[config.mk]
export PLATFORM = sky130hd
export DESIGN_NAME = redist_sleep_ctrl
export DESIGN_NICKNAME = d
export VERILOG_FILES = /design/src/rtl/rsc_pkg.sv /design/src/rtl/rsc_regif.sv /design/src/rtl/rsc_handshake.sv /design/src/rtl/rsc_hold_store.sv /design/src/rtl/redist_sleep_ctrl.sv
export SDC_FILE = /design/constraint.sdc
export NUM_CORES = 1
export LEC_CHECK = 0
export CORE_MARGIN = 2
export CORE_UTILIZATION = 64
export DETAILED_ROUTE_END_ITERATION = 6
export DONT_BUFFER_PORTS = 1
export PLACE_DENSITY = 0.82
export SYNTH_ARGS = -nofsm -noshare
export SYNTH_HDL_FRONTEND = slang
export SYNTH_SLANG_ARGS = --single-unit
export TNS_END_PERCENT = 10
[constraint.sdc]
create_clock -name clk -period 2.7 [get_ports clk]
set_input_delay 0.27 -clock clk [delete_from_list [all_inputs] [get_ports clk]]
set_output_delay 0.27 -clock clk [all_outputs]
set_load 0.02 [all_outputs]
[src/rtl/rsc_pkg.sv]
package rsc_pkg;

  typedef enum logic [1:0] {
    SEC_SECURE = 2'd0,
    SEC_NONSEC = 2'd1,
    SEC_ROOT   = 2'd2,
    SEC_REALM  = 2'd3
  } sec_state_e;

  localparam int REG_W      = 32;
  localparam int SLEEP_POS  = 1;
  localparam int QUIESC_POS = 2;

endpackage

[src/rtl/rsc_regif.sv]
module rsc_regif
  import rsc_pkg::*;
#(
  parameter int                ADDR_W   = 16,
  parameter logic [ADDR_W-1:0] REG_OFFS = 16'h0014
) (
  input  logic              clk,
  input  logic              rst_n,
  input  logic              cfg_single_sec,
  input  logic [ADDR_W-1:0] bus_addr,
  input  logic              bus_wr,
  input  logic [REG_W-1:0]  bus_wdata,
  input  logic [1:0]        bus_sec,
  input  logic              quiesc_q,
  output logic [REG_W-1:0]  bus_rdata,
  output logic              sleep_q,
  output logic              wr_sleep_en,
  output logic              wr_sleep_val
);

  logic hit;
  logic access_ok;
  logic sleep_d;

  always_comb begin
    hit       = (bus_addr == REG_OFFS);
    access_ok = cfg_single_sec
              || (sec_state_e'(bus_sec) == SEC_SECURE)
              || (sec_state_e'(bus_sec) == SEC_ROOT);
    wr_sleep_en  = bus_wr && hit && access_ok;
    wr_sleep_val = bus_wdata[SLEEP_POS];
    sleep_d      = wr_sleep_en ? wr_sleep_val : sleep_q;
  end

  always_ff @(posedge clk or negedge rst_n) begin
    if (!rst_n) begin
      sleep_q <= 1'b1;
    end else if (wr_sleep_en) begin
      sleep_q <= sleep_d;
    end
  end

  always_comb begin
    bus_rdata = '0;
    if (hit && access_ok) begin
      bus_rdata[SLEEP_POS]  = sleep_q;
      bus_rdata[QUIESC_POS] = quiesc_q;
    end
  end

endmodule

[src/rtl/rsc_handshake.sv]
module rsc_handshake #(
  parameter int NUM_CH = 2
) (
  input  logic              clk,
  input  logic              rst_n,
  input  logic              sleep_q,
  input  logic              wr_sleep_en,
  input  logic              wr_sleep_val,
  input  logic [NUM_CH-1:0] cmd_ack,
  input  logic              link_active,
  output logic [NUM_CH-1:0] cmd_valid,
  output logic              quiesc_q
);

  logic              sleep_rise;
  logic [NUM_CH-1:0] pend_q;
  logic [NUM_CH-1:0] pend_d;
  logic              quiesc_d;

  assign sleep_rise = wr_sleep_en && wr_sleep_val && !sleep_q;

  for (genvar c = 0; c < NUM_CH; c++) begin : g_ch
    always_comb begin
      pend_d[c] = sleep_rise ? 1'b1 : (pend_q[c] && !cmd_ack[c]);
    end

    always_ff @(posedge clk or negedge rst_n) begin
      if (!rst_n) begin
        pend_q[c] <= 1'b0;
      end else if (sleep_rise || pend_q[c]) begin
        pend_q[c] <= pend_d[c];
      end
    end
  end

  assign cmd_valid = pend_q;

  always_comb begin
    quiesc_d = quiesc_q;
    if (sleep_rise) begin
      quiesc_d = 1'b0;
    end else if (sleep_q && (pend_d == '0)) begin
      quiesc_d = 1'b1;
    end else if (!sleep_q && link_active) begin
      quiesc_d = 1'b0;
    end
  end

  always_ff @(posedge clk or negedge rst_n) begin
    if (!rst_n) begin
      quiesc_q <= 1'b1;
    end else begin
      quiesc_q <= quiesc_d;
    end
  end

endmodule

[src/rtl/rsc_hold_store.sv]
module rsc_hold_store #(
  parameter int NUM_IRQ = 32,
  localparam int ID_W   = $clog2(NUM_IRQ)
) (
  input  logic            clk,
  input  logic            rst_n,
  input  logic            sleep_q,
  input  logic            link_open,
  input  logic            irq_valid,
  input  logic [ID_W-1:0] irq_id,
  output logic            fwd_valid,
  output logic [ID_W-1:0] fwd_id,
  output logic            wake_req
);

  logic [NUM_IRQ-1:0] held_q;
  logic [NUM_IRQ-1:0] held_d;
  logic [ID_W-1:0]    pick_id;
  logic               any_held;
  logic               direct;
  logic               drain;
  logic               held_en;

  always_comb begin
    pick_id = '0;
    for (int i = NUM_IRQ - 1; i >= 0; i--) begin
      if (held_q[i]) begin
        pick_id = ID_W'(i);
      end
    end
  end

  always_comb begin
    any_held = |held_q;
    drain    = link_open && any_held;
    direct   = link_open && !any_held && irq_valid;
    held_en  = drain || irq_valid;
    held_d   = held_q;
    if (drain) begin
      held_d[pick_id] = 1'b0;
    end
    if (irq_valid && !direct && (int'(irq_id) < NUM_IRQ)) begin
      held_d[irq_id] = 1'b1;
    end
  end

  always_ff @(posedge clk or negedge rst_n) begin
    if (!rst_n) begin
      held_q <= '0;
    end else if (held_en) begin
      held_q <= held_d;
    end
  end

  always_comb begin
    fwd_valid = drain || direct;
    fwd_id    = drain ? pick_id : (direct ? irq_id : '0);
    wake_req  = sleep_q && any_held;
  end

endmodule

[src/rtl/redist_sleep_ctrl.sv]
module redist_sleep_ctrl
  import rsc_pkg::*;
#(
  parameter int NUM_IRQ = 32,
  parameter int ADDR_W  = 16,
  localparam int ID_W   = $clog2(NUM_IRQ)
) (
  input  logic              clk,
  input  logic              rst_n,
  input  logic              cfg_single_sec,
  input  logic [ADDR_W-1:0] bus_addr,
  input  logic              bus_wr,
  input  logic [31:0]       bus_wdata,
  input  logic [1:0]        bus_sec,
  output logic [31:0]       bus_rdata,
  input  logic              irq_valid,
  input  logic [ID_W-1:0]   irq_id,
  output logic              fwd_valid,
  output logic [ID_W-1:0]   fwd_id,
  output logic              wake_req,
  output logic              qsc_valid,
  input  logic              qsc_ack,
  output logic              rel_valid,
  input  logic              rel_ack,
  input  logic              link_active
);

  logic       sleep_q;
  logic       quiesc_q;
  logic       wr_sleep_en;
  logic       wr_sleep_val;
  logic       link_open;
  logic [1:0] cmd_valid;
  logic [1:0] cmd_ack;

  assign cmd_ack   = {rel_ack, qsc_ack};
  assign qsc_valid = cmd_valid[0];
  assign rel_valid = cmd_valid[1];
  assign link_open = !sleep_q && !quiesc_q;

  rsc_regif #(
    .ADDR_W   (ADDR_W),
    .REG_OFFS (ADDR_W'(16'h0014))
  ) u_regif (
    .clk            (clk),
    .rst_n          (rst_n),
    .cfg_single_sec (cfg_single_sec),
    .bus_addr       (bus_addr),
    .bus_wr         (bus_wr),
    .bus_wdata      (bus_wdata),
    .bus_sec        (bus_sec),
    .quiesc_q       (quiesc_q),
    .bus_rdata      (bus_rdata),
    .sleep_q        (sleep_q),
    .wr_sleep_en    (wr_sleep_en),
    .wr_sleep_val   (wr_sleep_val)
  );

  rsc_handshake #(
    .NUM_CH (2)
  ) u_hs (
    .clk          (clk),
    .rst_n        (rst_n),
    .sleep_q      (sleep_q),
    .wr_sleep_en  (wr_sleep_en),
    .wr_sleep_val (wr_sleep_val),
    .cmd_ack      (cmd_ack),
    .link_active  (link_active),
    .cmd_valid    (cmd_valid),
    .quiesc_q     (quiesc_q)
  );

  rsc_hold_store #(
    .NUM_IRQ (NUM_IRQ)
  ) u_store (
    .clk       (clk),
    .rst_n     (rst_n),
    .sleep_q   (sleep_q),
    .link_open (link_open),
    .irq_valid (irq_valid),
    .irq_id    (irq_id),
    .fwd_valid (fwd_valid),
    .fwd_id    (fwd_id),
    .wake_req  (wake_req)
  );

endmodule

==> results of run 1 <==
logic make-up after synthesis:
group | synth area share [%]
other cells | 0.1452
mux | 0.4360
compound gates | 27.18
flops | 34.98
simple gates | 25.87
buf+inv | 11.39
cell usage after synthesis (3+ instances only):
library cell / n
sky130_fd_sc_hd__and2_1: 3
sky130_fd_sc_hd__clkbuf_1: 3
sky130_fd_sc_hd__o41ai_1: 5
sky130_fd_sc_hd__or2_2: 3
sky130_fd_sc_hd__dfrtp_1: 34
sky130_fd_sc_hd__or4_1: 5
sky130_fd_sc_hd__nand2b_1: 7
sky130_fd_sc_hd__nor3_1: 5
sky130_fd_sc_hd__a21oi_1: 6
sky130_fd_sc_hd__inv_1: 12
sky130_fd_sc_hd__nand3_1: 11
sky130_fd_sc_hd__o21ai_0: 32
sky130_fd_sc_hd__nor4_2: 5
sky130_fd_sc_hd__buf_4: 30
sky130_fd_sc_hd__or3_1: 4
sky130_fd_sc_hd__nor4b_1: 3
sky130_fd_sc_hd__o311ai_0: 5
sky130_fd_sc_hd__nor4_1: 9
sky130_fd_sc_hd__o31ai_1: 9
sky130_fd_sc_hd__o22ai_1: 4
sky130_fd_sc_hd__nand2_1: 21
sky130_fd_sc_hd__nand4_1: 5
sky130_fd_sc_hd__nor2_1: 14
sky130_fd_sc_hd__o211ai_1: 5
area by class of cell:
class                           count  area [um2]  area share [%]
Clock inverter                      1       5.005          0.1798
Clock buffer                        7       76.32           2.742
Inverter                           13       48.80           1.753
Tap cell                           50       62.56           2.247
Multi-Input combinational cell    238        1538           55.24
Timing Repair Buffer               18       150.1           5.393
Sequential cell                    36       903.4           32.45
registers in the layout (all words and copies together) (netlist names):
signal	count
u_hs.cmd_valid	2
u_hs.quiesc_q	1
u_regif.sleep_q	1
u_store.held_q	32
cells in the final DEF (no fill, tap or decap), types with 3 or more instances in the layout:
cell | netlist | layout
sky130_fd_sc_hd__dfrtp_1 | 34 | 34
sky130_fd_sc_hd__o21ai_0 | 32 | 32
sky130_fd_sc_hd__conb_1 | 1 | 30
sky130_fd_sc_hd__nand2_1 | 21 | 21
sky130_fd_sc_hd__buf_4 | 30 | 16
sky130_fd_sc_hd__nor2_1 | 14 | 14
sky130_fd_sc_hd__inv_1 | 12 | 12
sky130_fd_sc_hd__nand3_1 | 11 | 11
sky130_fd_sc_hd__o31ai_1 | 9 | 9
sky130_fd_sc_hd__nor4_1 | 9 | 8
sky130_fd_sc_hd__nand2b_1 | 7 | 7
sky130_fd_sc_hd__a21oi_1 | 6 | 6
sky130_fd_sc_hd__or4_1 | 5 | 5
sky130_fd_sc_hd__o311ai_0 | 5 | 5
sky130_fd_sc_hd__nor3_1 | 5 | 5
sky130_fd_sc_hd__nand4_1 | 5 | 5
sky130_fd_sc_hd__o41ai_1 | 5 | 5
sky130_fd_sc_hd__o211ai_1 | 5 | 5
sky130_fd_sc_hd__clkbuf_8 | 0 | 5
sky130_fd_sc_hd__nor4_2 | 5 | 4
sky130_fd_sc_hd__or3_1 | 4 | 4
sky130_fd_sc_hd__o22ai_1 | 4 | 4
sky130_fd_sc_hd__nor4_4 | 1 | 3
sky130_fd_sc_hd__nor4b_1 | 3 | 3
sky130_fd_sc_hd__and2_1 | 3 | 3
sky130_fd_sc_hd__or2_2 | 3 | 3
power by group:
group	internal, mW	switching (mW)
sequential	0.628	0.146
combinational	0.475	0.949
clock	0.181	0.193
metal layers:
metal  global-route usage [%]  vias to the layer above  wire, um
met5                        0                        -         0
met4                    15.82                        0       199
met3                    8.333                       25       815
met2                    49.39                      192      3180
met1                    45.36                     1182      2816
li1                         -                     1110         -
worst min path at each step:
stage	cells past startpoint	start	to	slack (ns)
floorplan	0	rst_n	u_hs.cmd_valid[0]	-0.03
global placement	0	rst_n	u_store.held_q[5]	-0.02
detailed placement	0	rst_n	u_store.held_q[5]	-0.03
CTS	1	bus_wdata[1]	u_regif.sleep_q	0.12
global route	1	bus_wdata[1]	u_regif.sleep_q	0.12
finish	1	bus_wdata[1]	u_regif.sleep_q	0.12
timing repair:
item,CTS,global route
hold endpoints to repair,36,0
hold buffers,2,0
setup endpoints to repair,0,5
resized for setup,0,6
critical path, stage by stage, from the launching register on:
cell and delay [ns]:
sky130_fd_sc_hd__dfrtp_1 0.46, sky130_fd_sc_hd__or4_1 0.55, sky130_fd_sc_hd__o211a_1 0.25, sky130_fd_sc_hd__o21ai_2 0.27, sky130_fd_sc_hd__nand2_1 0.16, sky130_fd_sc_hd__o21ai_0 0.19, sky130_fd_sc_hd__buf_4 0.17
per-stage QoR:
step / TNS (ns) / hold WS (ns)
6_report: 0 / 0.1249
5_1_grt: -0.0002154 / 0.1224
4_1_cts: 0 / 0.1216
3_5_place_dp: 0 / -0.02505
3_3_place_gp: 0 / -0.02498
2_1_floorplan: 0 / -0.02559
==> impl_metrics.py, run 1 <==
metrics = {
    "setup_path": {
        "critical_path.max_fanout": 7,
        "required_time_at_the_worst_slack_endpoint_ns": 2.43,
        "worst-r2r-setup-slack_ns": 0.25,
        "worst_setup_path_end_kind": "output port",
        "endpoint": "fwd_id[2]",
        "start_kind": "flop",
        "timing.reg2reg.worst_path_depth": 6,
        "crit_type": "reg2out",
        "crit-reg2reg-capture": "u_store.held_q[4]",
        "setup.worst_path.start": "u_store.held_q[25]",
        "regToRegStartpoint": "u_store.held_q[20]",
        "cp_data_arrival_time_ns": 2.35,
    },
    "die": {
        "number_of_placed_i_o_pins": 104,
        "full_die_area_mm2": 0.004559,
        "floorplan.rows": 23,
        "initial_core_util_pct": 65.50,
        "core_area_mm2": 0.003943,
        "die_boundary_width_um": 67.52,
        "die_h_um": 67.52,
    },
    "route": {
        "routed_wirelength_um": 7012,
        "num_vias": 2509,
        "drt_first_pass_iters": 5,
        "drc_errors": 0,
        "drt.antenna.violating_nets": 0,
        "wire_per_inst_um": 19.32,
        "route.detailed.vias_per_inst": 6.912,
        "drt_iter0_drc": 300,
    },
    "timing": {
        "final.setup.worst_slack_ns": 0.08466,
        "max_freq_ghz": 0.3824,
        "slew_headroom_pct": 49.63,
        "min_period_ns": 2.615,
        "max_slew.worst_pin.slew_ns": 0.7450,
        "final-setup-viol-count": 0,
        "finalMaxSlewViolations": 0,
        "final.setup_skew_ns": 0.005658,
        "final_min_period_over_clock_period_pct": 96.86,
        "final-hold-violation-count": 0,
    },
    "final_layout": {
        "finalNonFillerCells": 363,
        "proportion_of_layout_cells_with_a_drive_suffix_above_1_pct": 16.29,
        "fill_cells": 311,
        "final_core_utilization_pct": 70.61,
        "n_antenna_cell": 0,
        "areaGrowthSynthToFinish_pct": 7.800,
        "finalNetCount": 375,
        "final_cell_area_mm2": 0.002784,
    },
    "yosys": {
        "synth_warnings": 0,
        "postSynth.asyncResetShare_pct": 100.0,
        "yosys_register_bits": 36,
        "avgSynthCellArea_um2": 8.814,
        "post_synthesis_cell_area_mm2": 0.002582,
        "synth.largest_area_cell": "sky130_fd_sc_hd__dfrtp_1",
        "yosysSeqAreaShare_pct": 34.98,
        "netlist.area_leader.share_pct": 32.95,
        "synth_edf_count": 0,
        "ys_top_cells_by_area": "sky130_fd_sc_hd__dfrtp_1, sky130_fd_sc_hd__buf_4, sky130_fd_sc_hd__o21ai_0",
        "synth_ff_type": "sky130_fd_sc_hd__dfrtp_1",
        "post_synth_num_cell_types": 65,
        "syn_inst": 293,
    },
    "clocking": {
        "tritoncts_num_sinks": 36,
        "clk_transition_reported_paths_ns": 0.07,
        "clockRootBuffer": "sky130_fd_sc_hd__clkbuf_8",
        "clock_tree.htree_level_count": 2,
        "tritoncts.num_buffers": 5,
        "clock_tree.buffer_depth": 2,
        "cts.repair_timing.setup_buffer_count": 0,
        "worstSkewPairLatency_ns": 0.30,
        "tritoncts": "done",
    },
    "global_route": {
        "grt_start_max_net_pins": 37,
        "grtUsageTotal_pct": 33.27,
        "grt_pass1_vias": 2310,
        "global_route_wire_length_before_repair_um": 11170,
        "grt_overflow": 0,
        "number_of_antenna_violations_at_the_first_check_in_global_routing": 0,
    },
    "place": {
        "preCtsSetupSlack_ns": 0.2201,
        "cell_total_after_placement": 353,
        "port_buffers": 0,
        "place.detailed.hpwl_um": 5024,
        "placedInstanceArea_mm2": 0.002629,
        "gp_congestion": 0.9671,
    },
    "power": {
        "static-leakage-power_nw": 1.117,
        "power_per_cell_area_mw_per_mm2": 923.7,
        "totalPowerFinal_mw": 2.571,
        "vdd_drop_max_uv": 513.5,
    },
    "job": {
        "maxCapViolations": 0,
    },
    "outcome": {
        "status": "finished, final reports clean",
    },
    "min_path": {
        "hold_class": "in2reg",
    },
}
Note: power is estimated with default switching activity, not from simulation.
==> inputs of run 2 (changes only) <==
--- a/config.mk
+++ b/config.mk
@@ -6,10 +6,12 @@
 export NUM_CORES = 1
 export LEC_CHECK = 0
 export CORE_MARGIN = 2
-export CORE_UTILIZATION = 64
+export CORE_UTILIZATION = 66
+export CTS_BUF_LIST = sky130_fd_sc_hd__clkbuf_4 sky130_fd_sc_hd__clkbuf_8
 export DETAILED_ROUTE_END_ITERATION = 6
 export DONT_BUFFER_PORTS = 1
-export PLACE_DENSITY = 0.82
+export GPL_ROUTABILITY_DRIVEN = 0
+export PLACE_DENSITY = 0.84
 export SYNTH_ARGS = -nofsm -noshare
 export SYNTH_HDL_FRONTEND = slang
 export SYNTH_SLANG_ARGS = --single-unit
==> constraint.sdc (replaced) <==
create_clock -name clk -period 3.4 [get_ports clk]
set_input_delay 0.34 -clock clk [delete_from_list [all_inputs] [get_ports clk]]
set_output_delay 0.34 -clock clk [all_outputs]
set_load 0.02 [all_outputs]
==> impl_metrics.py, run 2 (same netlist as run 1, synthesis figures left out) <==
metrics = {
    "final_layout": {
        "finalNetCount": 362,
        "proportion_of_layout_cells_with_a_drive_suffix_above_1_pct": 12.67,
        "n_antenna_cell": 0,
        "leading_cell_types_in_the_layout_fill_and_taps_excluded": "sky130_fd_sc_hd__dfrtp_1, sky130_fd_sc_hd__o21ai_0, sky130_fd_sc_hd__conb_1",
        "areaGrowthSynthToFinish_pct": 3.101,
        "layout.cells.most_common": "sky130_fd_sc_hd__dfrtp_1",
        "largest_register_ff_count": 32,
        "largest_register": "u_store.held_q",
    },
    "clocking": {
        "tritoncts": "done",
        "cts.repair_timing.setup_buffer_count": 0,
        "worstSkewPairLatency_ns": 0.30,
        "clk_transition_reported_paths_ns": 0.07,
        "tritoncts_num_sinks": 36,
        "ctsResizeCount": 0,
        "clock_tree.buffer_depth": 2,
        "clockRootBuffer": "sky130_fd_sc_hd__clkbuf_8",
        "tritoncts.num_buffers": 5,
        "cts-hold-fix-buffers": 2,
        "clock_tree.htree_level_count": 2,
    },
    "route": {
        "drt_iter0_drc": 331,
        "drt_first_pass_iters": 5,
        "route.detailed.vias_per_inst": 6.977,
        "drc_errors": 0,
        "routed_wirelength_um": 6657,
        "num_vias": 2428,
        "wire_per_inst_um": 19.13,
        "drt.antenna.violating_nets": 0,
    },
    "setup_path": {
        "start_kind": "flop",
        "critical_path.max_stage_delay_ns": 0.63,
        "required_time_at_the_worst_slack_endpoint_ns": 3.06,
        "worst_setup_path_end_kind": "output port",
        "worst-r2r-setup-slack_ns": 0.66,
        "crit_type": "reg2out",
        "critical_path.max_fanout": 8,
        "cp_data_arrival_time_ns": 2.79,
        "cell_by_cell_trace_of_the_critical_path": "nor4_1, nand2_1, or3_1, o21ai_0",
        "timing.reg2reg.worst_path_depth": 6,
        "regToRegStartpoint": "u_store.held_q[8]",
        "cp_slowest_cell": "sky130_fd_sc_hd__nor4_1",
        "crit-reg2reg-capture": "u_store.held_q[29]",
    },
    "die": {
        "core_area_mm2": 0.003716,
        "number_of_placed_i_o_pins": 104,
        "die_boundary_width_um": 66.55,
        "floorplan.rows": 22,
        "initial_core_util_pct": 69.49,
        "die_h_um": 66.55,
        "full_die_area_mm2": 0.004429,
    },
    "global_route": {
        "grt_overflow": 0,
        "grtUsageTotal_pct": 33.60,
        "global_route_wire_length_before_repair_um": 11120,
        "grt.busiest_layer": "met2",
        "grt.met1_usage_pct": 46.49,
        "grt_start_max_net_pins": 37,
        "grt_pass1_vias": 2296,
        "grtUsageMet2_pct": 49.13,
        "groute.layer.met3.usage_pct": 8.277,
        "number_of_antenna_violations_at_the_first_check_in_global_routing": 0,
    },
    "timing": {
        "final.setup_skew_ns": 0.006918,
        "grt_setup_unrepaired": "false",
        "max_slew.worst_pin.slew_ns": 0.9129,
        "final.setup.worst_slack_ns": 0.2713,
        "slew_headroom_pct": 38.73,
        "final-setup-viol-count": 0,
        "max_freq_ghz": 0.3196,
        "min_period_ns": 3.129,
        "totalNegativeSetupSlack_ns": 0,
        "finalMaxSlewViolations": 0,
        "final-hold-violation-count": 0,
        "final_min_period_over_clock_period_pct": 92.02,
    },
    "place": {
        "port_buffers": 0,
        "preCtsSetupSlack_ns": 0.6979,
        "place.detailed.hpwl_um": 4807,
    },
    "job": {
        "maxCapViolations": 0,
    },
    "power": {
        "static-leakage-power_nw": 1.042,
        "power_per_cell_area_mw_per_mm2": 744.1,
        "vdd_drop_max_uv": 462.5,
    },
    "min_path": {
        "min_delay_path_depth": 1,
        "worst_hold_end": "u_regif.sleep_q",
        "hold_class": "in2reg",
        "hold_start": "bus_wdata[1]",
    },
    "outcome": {
        "status": "finished, final reports clean",
    },
}
==> run 2: changes by cell type in the layout (fill, tap and decap cells not counted), sizes merged <==
cell    previous run  this run
buf               17         4
clkinv             1         0
clkbuf             7         8
==> run 2: per-layer routing <==
| metal | vias to the layer above | part of all wire, % |
|---|---|---|
| met5 | - | 0 |
| met2 | 189 | 44 |
| li1 | 1077 | - |
| met1 | 1129 | 41 |
| met3 | 33 | 12 |
| met4 | 0 | 3.5 |
==> run 2: per-stage QoR <==
stage	instances	area, um2	util (%)	total power, mW	hold WS [ns]
after floorplan	322	2691	-	1.360	0.04441
after global placement	338	2529	68.05	1.572	0.04543
after detailed placement	338	2529	68.05	1.590	0.04543
after CTS	348	2663	71.65	1.955	0.1970
after global routing	348	2663	71.65	2.101	0.1914
final	348	2663	71.65	1.981	0.1954
==> run 2: cell type report <==
class,instances,area (um2)
sequential,36,903.4
fill,292,1054
clock buffer,8,103.9
timing repair buffer,5,52.55
multi-input combinational,238,1494
tap,48,60.06
inverter,13,48.80
==> run 2: worst max path at each step <==
stage,slack [ns],from,end,cells past startpoint
finish,0.27,u_store.held_q[8],fwd_valid,4
detailed placement,0.70,u_store.held_q[8],fwd_valid,4
floorplan,1.07,u_store.held_q[0],fwd_valid,4
global route,0.21,u_store.held_q[9],fwd_valid,4
global placement,0.82,u_store.held_q[8],fwd_valid,4
CTS,0.37,u_store.held_q[8],fwd_valid,4
==> run 2: critical path: cells and delay by family (launching register included) <==
kind / cells / cell delay [ns]
AOI/OAI and AO/OA: 1 / 0.59
and+or+nand+nor: 3 / 1.45
DFF: 1 / 0.45
==> run 2: power breakdown <==
part           switching, mW  internal [mW]  total [mW]
clock network          0.156          0.193       0.349
registers              0.106          0.499       0.605
logic                  0.712          0.315        1.03
==> inputs of run 3 (changes only) <==
--- a/config.mk
+++ b/config.mk
@@ -5,6 +5,7 @@
 export SDC_FILE = /design/constraint.sdc
 export NUM_CORES = 1
 export LEC_CHECK = 0
+export CORE_ASPECT_RATIO = 1.5
 export CORE_MARGIN = 2
 export CORE_UTILIZATION = 66
 export CTS_BUF_LIST = sky130_fd_sc_hd__clkbuf_4 sky130_fd_sc_hd__clkbuf_8
@@ -12,6 +13,7 @@
 export DONT_BUFFER_PORTS = 1
 export GPL_ROUTABILITY_DRIVEN = 0
 export PLACE_DENSITY = 0.84
+export SLEW_MARGIN = 20
 export SYNTH_ARGS = -nofsm -noshare
 export SYNTH_HDL_FRONTEND = slang
 export SYNTH_SLANG_ARGS = --single-unit
==> impl_metrics.py, run 3 (same netlist as run 1, synthesis figures left out) <==
metrics = {
    "die": {
        "floorplan.rows": 27,
        "die_h_um": 80.61,
        "initial_core_util_pct": 69.49,
        "core_area_mm2": 0.003716,
        "full_die_area_mm2": 0.004440,
        "die_boundary_width_um": 55.08,
        "number_of_placed_i_o_pins": 104,
    },
    "final_layout": {
        "proportion_of_layout_cells_with_a_drive_suffix_above_1_pct": 12.37,
        "n_antenna_cell": 0,
        "leading_cell_types_in_the_layout_fill_and_taps_excluded": "sky130_fd_sc_hd__dfrtp_1, sky130_fd_sc_hd__o21ai_0, sky130_fd_sc_hd__conb_1",
        "areaGrowthSynthToFinish_pct": 1.938,
        "layout.cells.most_common": "sky130_fd_sc_hd__dfrtp_1",
        "finalNetCount": 361,
        "largest_register_ff_count": 32,
        "largest_register": "u_store.held_q",
    },
    "clocking": {
        "tritoncts_num_sinks": 36,
        "worstSkewPairLatency_ns": 0.30,
        "tritoncts.num_buffers": 5,
        "clock_tree.buffer_depth": 2,
        "clockRootBuffer": "sky130_fd_sc_hd__clkbuf_8",
        "clk_transition_reported_paths_ns": 0.08,
        "tritoncts": "done",
        "clock_tree.htree_level_count": 2,
    },
    "place": {
        "port_buffers": 0,
        "place.detailed.hpwl_um": 4755,
    },
    "global_route": {
        "grtUsageTotal_pct": 33.26,
        "number_of_antenna_violations_at_the_first_check_in_global_routing": 0,
        "grt_pass1_vias": 2224,
        "grt_overflow": 0,
        "global_route_wire_length_before_repair_um": 10550,
        "grt_start_max_net_pins": 37,
    },
    "timing": {
        "final-setup-viol-count": 0,
        "max_slew.worst_pin.slew_ns": 0.8792,
        "totalNegativeSetupSlack_ns": 0,
        "final.setup_skew_ns": 0.007786,
        "min_period_ns": 2.962,
        "final-hold-violation-count": 0,
        "slew_headroom_pct": 40.85,
        "final_min_period_over_clock_period_pct": 87.10,
        "max_freq_ghz": 0.3377,
        "finalMaxSlewViolations": 0,
        "grt_setup_unrepaired": "false",
    },
    "setup_path": {
        "required_time_at_the_worst_slack_endpoint_ns": 3.06,
        "path_delay_family": "simple AND/OR/NAND/NOR gates",
        "cp_slowest_cell": "sky130_fd_sc_hd__nor4_4",
        "worstPathBufferInverterCount": 0,
        "cp_data_arrival_time_ns": 2.62,
        "critical_path.max_fanout": 10,
        "critical_path.max_stage_delay_ns": 0.56,
        "worst_setup_path_end_kind": "output port",
        "cell_by_cell_trace_of_the_critical_path": "nor4_4, nand3_1, or3_1, o21ai_0",
        "start_kind": "flop",
        "crit_type": "reg2out",
    },
    "power": {
        "combinationalPowerShare_pct": 52.5,
        "static-leakage-power_nw": 1.030,
        "share_seq_of_total_power_pct": 31.5,
        "vdd_drop_max_uv": 719.2,
        "power_per_cell_area_mw_per_mm2": 730.7,
        "sw_frac_of_total_pct": 50.31,
        "power_frac_clock_pct": 16.0,
        "power_report.internal_total_uw": 955.8,
        "power_switching_uw": 967.7,
        "totalPowerFinal_mw": 1.924,
    },
    "route": {
        "route.detailed.vias_per_inst": 6.947,
        "drt_iter0_drc": 116,
        "drt.antenna.violating_nets": 0,
        "drc_errors": 0,
        "drt_first_pass_iters": 5,
        "num_vias": 2376,
        "wire_per_inst_um": 18.88,
        "routed_wirelength_um": 6457,
    },
    "min_path": {
        "hold_class": "in2reg",
    },
    "outcome": {
        "status": "finished, final reports clean",
    },
    "job": {
        "maxCapViolations": 0,
    },
}
-- run 3: cell count changes in the layout (fill, tap and decap cells not counted) --
| cell | previous run | this run |
|---|---|---|
| sky130_fd_sc_hd__clkbuf_8 | 7 | 5 |
| sky130_fd_sc_hd__clkinv_2 | 0 | 2 |
| sky130_fd_sc_hd__buf_4 | 3 | 2 |
| sky130_fd_sc_hd__clkbuf_4 | 1 | 0 |
| sky130_fd_sc_hd__clkinv_4 | 0 | 1 |
-- run 3: worst reg2reg max path: stages (launching register included) --
cell                      delay, ns
sky130_fd_sc_hd__dfrtp_1       0.45
sky130_fd_sc_hd__nor4_1        0.54
sky130_fd_sc_hd__nand2_1       0.35
sky130_fd_sc_hd__o31ai_4       0.49
sky130_fd_sc_hd__a21oi_1       0.18
sky130_fd_sc_hd__nand2_1       0.33
sky130_fd_sc_hd__o21ai_0       0.15
-- run 3: cell type report --
class | instances | area, um2
Sequential cell | 36 | 903.4
Clock buffer | 5 | 68.82
Tap cell | 43 | 53.80
Timing Repair Buffer | 4 | 45.04
Fill cell | 306 | 1084
Inverter | 13 | 48.80
Clock inverter | 3 | 18.77
Multi-Input combinational cell | 238 | 1494
-- run 3: per-stage QoR --
| stage | util [%] | instance area [um2] | std cells | hold WS (ns) | worst slack, ns |
|---|---|---|---|---|---|
| 3_5_place_dp | 67.68 | 2515 | 332 | 0.04493 | 0.8221 |
| 3_3_place_gp | 67.68 | 2515 | 332 | 0.04501 | 0.8377 |
| 4_1_cts | 70.84 | 2633 | 342 | 0.1865 | 0.4841 |
| 2_1_floorplan | - | 2691 | 322 | 0.04441 | 1.071 |
| 5_1_grt | 70.84 | 2633 | 342 | 0.1758 | 0.2657 |
| 6_report | 70.84 | 2633 | 342 | 0.1866 | 0.4384 |
-- run 3: path summary, 6_finish.rpt --
| check | startpoint | depth (start not counted) | end | slack (ns) |
|---|---|---|---|---|
| worst max register to register | u_store.held_q[8] | 6 | u_store.held_q[4] | 0.80 |
| max in group asynchronous | rst_n | 2 | u_hs.quiesc_q | 2.66 |
| min in group asynchronous | rst_n | 2 | u_store.held_q[14] | 0.49 |
| worst max-delay path | u_store.held_q[0] | 4 | fwd_valid | 0.44 |
| worst min-delay path | bus_wdata[1] | 1 | u_regif.sleep_q | 0.19 |
| worst min register to register | u_store.held_q[12] | 2 | u_store.held_q[12] | 0.56 |
-- run 3: power groups by stage --
| stage | Combinational, mW | Clock (mW) | Sequential [mW] |
|---|---|---|---|
| 2_1_floorplan | 0.779 | 0 | 0.581 |
| 3_3_place_gp | 0.957 | 0 | 0.605 |
| 3_5_place_dp | 0.960 | 0 | 0.609 |
| 4_1_cts | 0.980 | 0.313 | 0.602 |
| 5_1_grt | 1.10 | 0.335 | 0.615 |
| 6_report | 1.01 | 0.308 | 0.606 |
-- run 3: per-layer routing --
metal  share of wire (%)  up-vias  GRT usage [%]
met4                 2.6        0          13.17
met5                   0        -              0
met1                  39     1143          43.92
met2                  50      137          52.62
li1                    -     1080              -
met3                 8.2       16          5.948
-- run 3: timing repair --
| action | 4_1_cts | 5_1_grt |
|---|---|---|
| endpoints found under the hold margin | 36 | 0 |
| hold buffers | 2 | 0 |
| setup buffers | 0 | 0 |
| gates resized for setup | 0 | 0 |
